**src/rtl/swp_pkg.sv**
```systemverilog
package swp_pkg;
   function automatic int count_bits(input int width);
      return $clog2(width + 1);
   endfunction
endpackage

```
**src/rtl/swp_strobe_gate.sv**
```systemverilog
module swp_strobe_gate (
   input  logic rd_sel,
   input  logic rd_stb,
   input  logic inhibit,
   input  logic xclk_act,
   input  logic xload,
   input  logic full,
   output logic shift_en
);
   logic rd_hit;
   logic pass_ok;

   always_comb begin
      rd_hit   = rd_sel & rd_stb;
      pass_ok  = ~inhibit & ~xclk_act & ~xload & ~full;
      shift_en = rd_hit & pass_ok;
   end
endmodule

```
**src/rtl/swp_arm_ctrl.sv**
```systemverilog
module swp_arm_ctrl (
   input  logic clk,
   input  logic rst,
   input  logic wr_sel,
   input  logic wr_stb,
   input  logic xload,
   output logic arm_hit,
   output logic take_load,
   output logic inhibit,
   output logic armed
);
   always_comb begin
      arm_hit   = wr_sel & wr_stb;
      take_load = xload & armed & ~arm_hit;
   end

   always_ff @(posedge clk) begin
      if (rst) begin
         inhibit <= 1'b1;
         armed   <= 1'b0;
      end else if (arm_hit) begin
         inhibit <= 1'b0;
         armed   <= 1'b1;
      end else if (take_load) begin
         armed   <= 1'b0;
      end
   end


   a_r2_arm_releases: assert property (@(posedge clk) disable iff (rst)
      arm_hit |=> (armed && !inhibit));

   a_r3_load_disarms: assert property (@(posedge clk) disable iff (rst)
      take_load |=> !armed);
endmodule

```
**src/rtl/swp_bit_counter.sv**
```systemverilog
module swp_bit_counter #(
   parameter int WORD_W = 64,
   localparam int CNT_W = swp_pkg::count_bits(WORD_W)
) (
   input  logic clk,
   input  logic rst,
   input  logic clear,
   input  logic step,
   output logic full
);
   localparam logic [CNT_W-1:0] LIMIT = CNT_W'(WORD_W);

   logic [CNT_W-1:0] cnt_q;

   always_ff @(posedge clk) begin
      if (rst || clear)
         cnt_q <= '0;
      else if (step && (cnt_q != LIMIT))
         cnt_q <= cnt_q + 1'b1;
   end

   assign full = (cnt_q == LIMIT);


   a_r8_count_bound: assert property (@(posedge clk) disable iff (rst)
      cnt_q <= LIMIT);

   a_r8_done_holds: assert property (@(posedge clk) disable iff (rst)
      (full && !clear) |=> full);
endmodule

```
**src/rtl/swp_shift_reg.sv**
```systemverilog
module swp_shift_reg #(
   parameter int WORD_W    = 64,
   parameter bit MSB_FIRST = 1'b1
) (
   input  logic              clk,
   input  logic              rst,
   input  logic              load,
   input  logic [WORD_W-1:0] load_word,
   input  logic              shift,
   output logic              ser_bit
);
   logic [WORD_W-1:0] q;
   logic [WORD_W-1:0] q_shifted;

   generate
      if (MSB_FIRST) begin : g_msb
         assign q_shifted = {q[WORD_W-2:0], 1'b0};
         assign ser_bit   = q[WORD_W-1];
      end else begin : g_lsb
         assign q_shifted = {1'b0, q[WORD_W-1:1]};
         assign ser_bit   = q[0];
      end
   endgenerate

   always_ff @(posedge clk) begin
      if (rst)
         q <= '0;
      else if (load)
         q <= load_word;
      else if (shift)
         q <= q_shifted;
   end
endmodule

```
**src/rtl/serial_word_port.sv**
```systemverilog
module serial_word_port #(
   parameter int WORD_W    = 64,
   parameter bit MSB_FIRST = 1'b1
) (
   input  logic              clk,
   input  logic              rst,
   input  logic              rd_sel,
   input  logic              rd_stb,
   input  logic              wr_sel,
   input  logic              wr_stb,
   input  logic              ext_clk_act,
   input  logic              ext_load,
   input  logic [WORD_W-1:0] ext_word,
   output logic              ser_bit,
   output logic              word_done,
   output logic              armed
);
   generate
      if (WORD_W < 2) begin : g_bad_width
         $error("serial_word_port: WORD_W must be at least 2");
      end
   endgenerate

   logic arm_hit;
   logic take_load;
   logic inhibit;
   logic shift_en;

   swp_arm_ctrl u_arm (
      .clk       (clk),
      .rst       (rst),
      .wr_sel    (wr_sel),
      .wr_stb    (wr_stb),
      .xload     (ext_load),
      .arm_hit   (arm_hit),
      .take_load (take_load),
      .inhibit   (inhibit),
      .armed     (armed)
   );

   swp_strobe_gate u_gate (
      .rd_sel   (rd_sel),
      .rd_stb   (rd_stb),
      .inhibit  (inhibit),
      .xclk_act (ext_clk_act),
      .xload    (ext_load),
      .full     (word_done),
      .shift_en (shift_en)
   );

   swp_bit_counter #(.WORD_W(WORD_W)) u_cnt (
      .clk   (clk),
      .rst   (rst),
      .clear (arm_hit | take_load),
      .step  (shift_en),
      .full  (word_done)
   );

   swp_shift_reg #(.WORD_W(WORD_W), .MSB_FIRST(MSB_FIRST)) u_sreg (
      .clk       (clk),
      .rst       (rst),
      .load      (take_load),
      .load_word (ext_word),
      .shift     (shift_en),
      .ser_bit   (ser_bit)
   );

   // an external clock condition freezes the output bit
   a_r5_xclk_freezes: assert property (@(posedge clk) disable iff (rst)
      (ext_clk_act && !arm_hit && !ext_load) |=> $stable(ser_bit));
   // no qualified read, no movement
   a_r4_needs_both: assert property (@(posedge clk) disable iff (rst)
      (!(rd_sel && rd_stb) && !arm_hit && !ext_load) |=> $stable(ser_bit));
   // inhibit latch holds the register
   a_r9_inhibit_freezes: assert property (@(posedge clk) disable iff (rst)
      (inhibit && !arm_hit) |=> $stable(ser_bit));
   // a finished word is not disturbed by reads
   a_r8_done_freezes: assert property (@(posedge clk) disable iff (rst)
      (word_done && !arm_hit && !ext_load) |=> $stable(ser_bit));
endmodule

```
**config.mk**
```make
export PLATFORM = sky130hd
export DESIGN_NAME = serial_word_port
export DESIGN_NICKNAME = d
export VERILOG_FILES = /design/src/rtl/swp_pkg.sv /design/src/rtl/swp_strobe_gate.sv /design/src/rtl/swp_arm_ctrl.sv /design/src/rtl/swp_bit_counter.sv /design/src/rtl/swp_shift_reg.sv /design/src/rtl/serial_word_port.sv
export SDC_FILE = /design/constraint.sdc
export NUM_CORES = 1
export LEC_CHECK = 0
export BUFFER_PORTS_ARGS = -buffer_cell sky130_fd_sc_hd__buf_2
export CAP_MARGIN = 10
export CORE_MARGIN = 1
export CORE_UTILIZATION = 30
export DETAILED_ROUTE_END_ITERATION = 6
export PLACE_DENSITY = 0.52
export SLEW_MARGIN = 20
export SYNTH_ARGS = -nofsm -noshare
export SYNTH_HDL_FRONTEND = slang
export SYNTH_SLANG_ARGS = --single-unit
```
**constraint.sdc**
```tcl
create_clock -name clk -period 2.8 [get_ports clk]
set_clock_uncertainty 0.2 [all_clocks]
set_input_delay 0.7 -clock clk [delete_from_list [all_inputs] [get_ports clk]]
set_output_delay 0.7 -clock clk [all_outputs]
set_load 0.02 [all_outputs]
```
==> impl_metrics.csv <==
group,metric,value,unit
sta,final-setup-viol-count,0,
floorplan,io_pins,75,
cts,cts_buffer_depth,2,
final_layout,diodes,0,
logic_synthesis,syn-cell-area,0.00345,mm2
sta,hold_viol,0,
routing,viasPerCell,4.91,
sta,setup_tns,0,ns
sta,timing.fmax,403,MHz
logic_synthesis,synth.area.top_cells,"dfxtp_1 42%, a211oi_2 15%, nor2_1 8.1%, a21oi_1 7.7%, nand2_1 7.1%",
logic_synthesis,synthXorXnorAreaFrac,0.0102,
sta,rsz0062_at_grt,"no",
logic_synthesis,synth_enable_flop_cells,0,
logic_synthesis,synth-warning-count,0,
logic_synthesis,syn_nets,482,
power,p_per_area,607,mW/mm2
routing,final_antenna_net_count,0,
logic_synthesis,async_reset_ff_frac,0,
routing,drt-total-wl,7.97,mm
logic_synthesis,synth_top_family_by_area,"compound AO/OA/AOI/OAI gates",
power,p_seq_frac,0.425,
sta,slew_violations,0,
final_layout,multiInputGateArea,0.00180,mm2
power,netSwitchingFraction,0.214,
final_layout,fillerInstances,1158,
sta,worstMarginPinSlew,0.748,ns
sta,period_share,0.886,
cts,ctsHoldBuffers,0,
routing,first_iter_violations,117,
placement,place_congestion,0.787,
sta,period_needed,2.48,ns
final_layout,fin_util,0.385,
final_layout,nNetsFinal,538,
power,finalPower,2.58,mW
outcome,status,"completed",
logic_synthesis,syn-instance-count,408,
placement,place.port_buffers,74,
grt,grt_overflow_total,0,
grt,antenna_found_initial,0,
logic_synthesis,synth-simple-area-share,0.198,
routing,route.vias.total,2983,
cts,post_cts_resized,0,
routing,first_pass_iters,4,
logic_synthesis,syn_area_per_cell,8.45,um2
floorplan,die_y,109,um
grt,grt_max_degree,68,
grt,grt_pass1_vias,2857,
sta,relSlewSlack,0.499,
min_path,hold_path.class,"flop to flop",
logic_synthesis,synthMuxAreaShare,0,
setup_path,end_kind,"output port",
floorplan,fp-row-count,38,
routing,post-route-drc-count,0,
setup_path,start_kind,"flop",
grt,grt_pass1_wl,13.2,mm
placement,dp_hpwl,4.91,mm
setup_path,cp.arrival,1.58,ns
setup_path,cp_max_fo,4,
grt,grt_use_total,0.141,
final_layout,syn_to_final_growth,23.3,%
placement,place_inst,593,
routing,post_drt_wl_per_cell,13.1,um
logic_synthesis,synth-compound-area-share,0.302,
power,switchingPower,0.553,mW
cts,cts_made_buffers,9,
final_layout,layout.cells.non_filler,607,
logic_synthesis,synth_seq_area_share,0.424,
floorplan,initial_core_util,0.313,
logic_synthesis,synthAdderAreaFrac,0.00726,
cts,cts_sinks,73,
power,internal_power,2.03,mW
cts,cts_max_level,3,
cts,clock_latency,0.33,ns
flow_run,max_cap_violations,0,
cts,cts_root_buf,"clkbuf_16",
floorplan,chipWidth,109,um
cts,cts_tree,"yes",
power,power_frac_clock,0.499,
floorplan,core_area,0.0110,mm2
final_layout,drive_above_1_share,0.321,
floorplan,dieArea,0.0119,mm2
setup_path,required,1.90,ns
power,p_leak,1.55,nW
power,p_comb_frac,0.076,
setup_path,crit_type,"flop to output port",
logic_synthesis,synth_top_cell_by_area,"dfxtp_1",
cts,clk_pin_slew_worst_paths,0.06,ns
logic_synthesis,yosys.area.top_type_share,0.424,
cts,postCtsSetupRepairBufs,0,
logic_synthesis,ys_types,29,
power,peakVddDrop,270,uV
logic_synthesis,ys_dominant_reg_cell,"dfxtp_1",
final_layout,area.sequential,0.00146,mm2
logic_synthesis,synth-seq-cells,73,
==> registers in the layout, indices dropped and copies added (netlist names) <==
name	count
u_sreg.q	64
u_cnt.cnt_q	7
u_arm.armed	1
u_arm.inhibit	1
==> synthesized netlist by cell type, types with 3 or more instances <==
| master | n |
|---|---|
| a211oi_1 | 18 |
| a211oi_2 | 40 |
| a21oi_1 | 53 |
| a21oi_2 | 11 |
| buf_1 | 7 |
| buf_2 | 4 |
| buf_6 | 7 |
| clkbuf_1 | 14 |
| dfxtp_1 | 73 |
| inv_1 | 3 |
| nand2_1 | 65 |
| nand3_1 | 5 |
| nor2_1 | 74 |
| nor3_1 | 6 |
| nor4_1 | 7 |
| xnor2_1 | 4 |
==> layer usage <==
metal	vias up	track usage	wire length, um
met5	-	0	0
met4	0	0.0371	82
met3	10	0.0395	439
met2	71	0.218	3340
met1	1375	0.193	4110
li1	1527	-	-
==> stage by stage <==
step           area, um2  hold slack (ns)  setup WS [ns]
6_report            4250            0.259          0.318
5_1_grt             4250            0.270          0.167
4_1_cts             4250            0.260          0.302
3_5_place_dp        3920            0.252          0.346
3_3_place_gp        3920            0.248          0.398
2_1_floorplan       3450            0.232          0.683
==> worst max-delay path, stage by stage, from the launching register on <==
cell and delay (ns):
dfxtp_1 0.33, or4b_4 0.57, nor2_1 0.16, buf_2 0.19
==> kinds of logic after synthesis <==
group | count (synthesis)
buffers and inverters | 37
xor gates and xnor gates | 4
DFF | 73
AOI/OAI and AO/OA | 127
adders and majority gates | 2
and+or+nand+nor | 165
==> final timing paths <==
kind	startpoint	endpoint	slack [ns]	cells after the start
max	u_cnt.cnt_q[2]	word_done	0.32	3
min	u_sreg.q[49]	u_sreg.q[49]	0.26	2
max reg2reg	u_cnt.cnt_q[2]	u_sreg.q[36]	0.36	5
min reg2reg	u_sreg.q[49]	u_sreg.q[49]	0.26	2
==> layout make-up <==
class                           instances  area share
Inverter                                3     0.00265
Timing Repair Buffer                   79       0.111
Clock buffer                            9      0.0530
Multi-Input combinational cell        298       0.423
Tap cell                              140      0.0412
Clock inverter                          5      0.0250
Sequential cell                        73       0.344
==> cell usage in the layout (no fill, tap or decap), types with 2 or more instances in the layout <==
cell type and instances:
a211oi_1 18, a211oi_2 40, a21o_1 2, a21oi_1 53, a21oi_2 11, buf_12 5
buf_2 73, bufinv_16 3, clkbuf_16 9, dfxtp_1 73, ha_1 2, inv_1 3
nand2_1 65, nand2b_1 2, nand3_1 4, nor2_1 74, nor3_1 6, nor4_1 7
xnor2_1 4
==> power groups by stage <==
stage / Sequential, mW / Clock [mW] / Combinational [mW]
5_1_grt: 1.10 / 1.36 / 0.217
2_1_floorplan: 1.12 / 0 / 0.116
3_3_place_gp: 1.12 / 0 / 0.194
3_5_place_dp: 1.12 / 0 / 0.197
6_report: 1.10 / 1.29 / 0.195
4_1_cts: 1.10 / 1.33 / 0.198
Note: power is estimated with default switching activity, not from simulation.
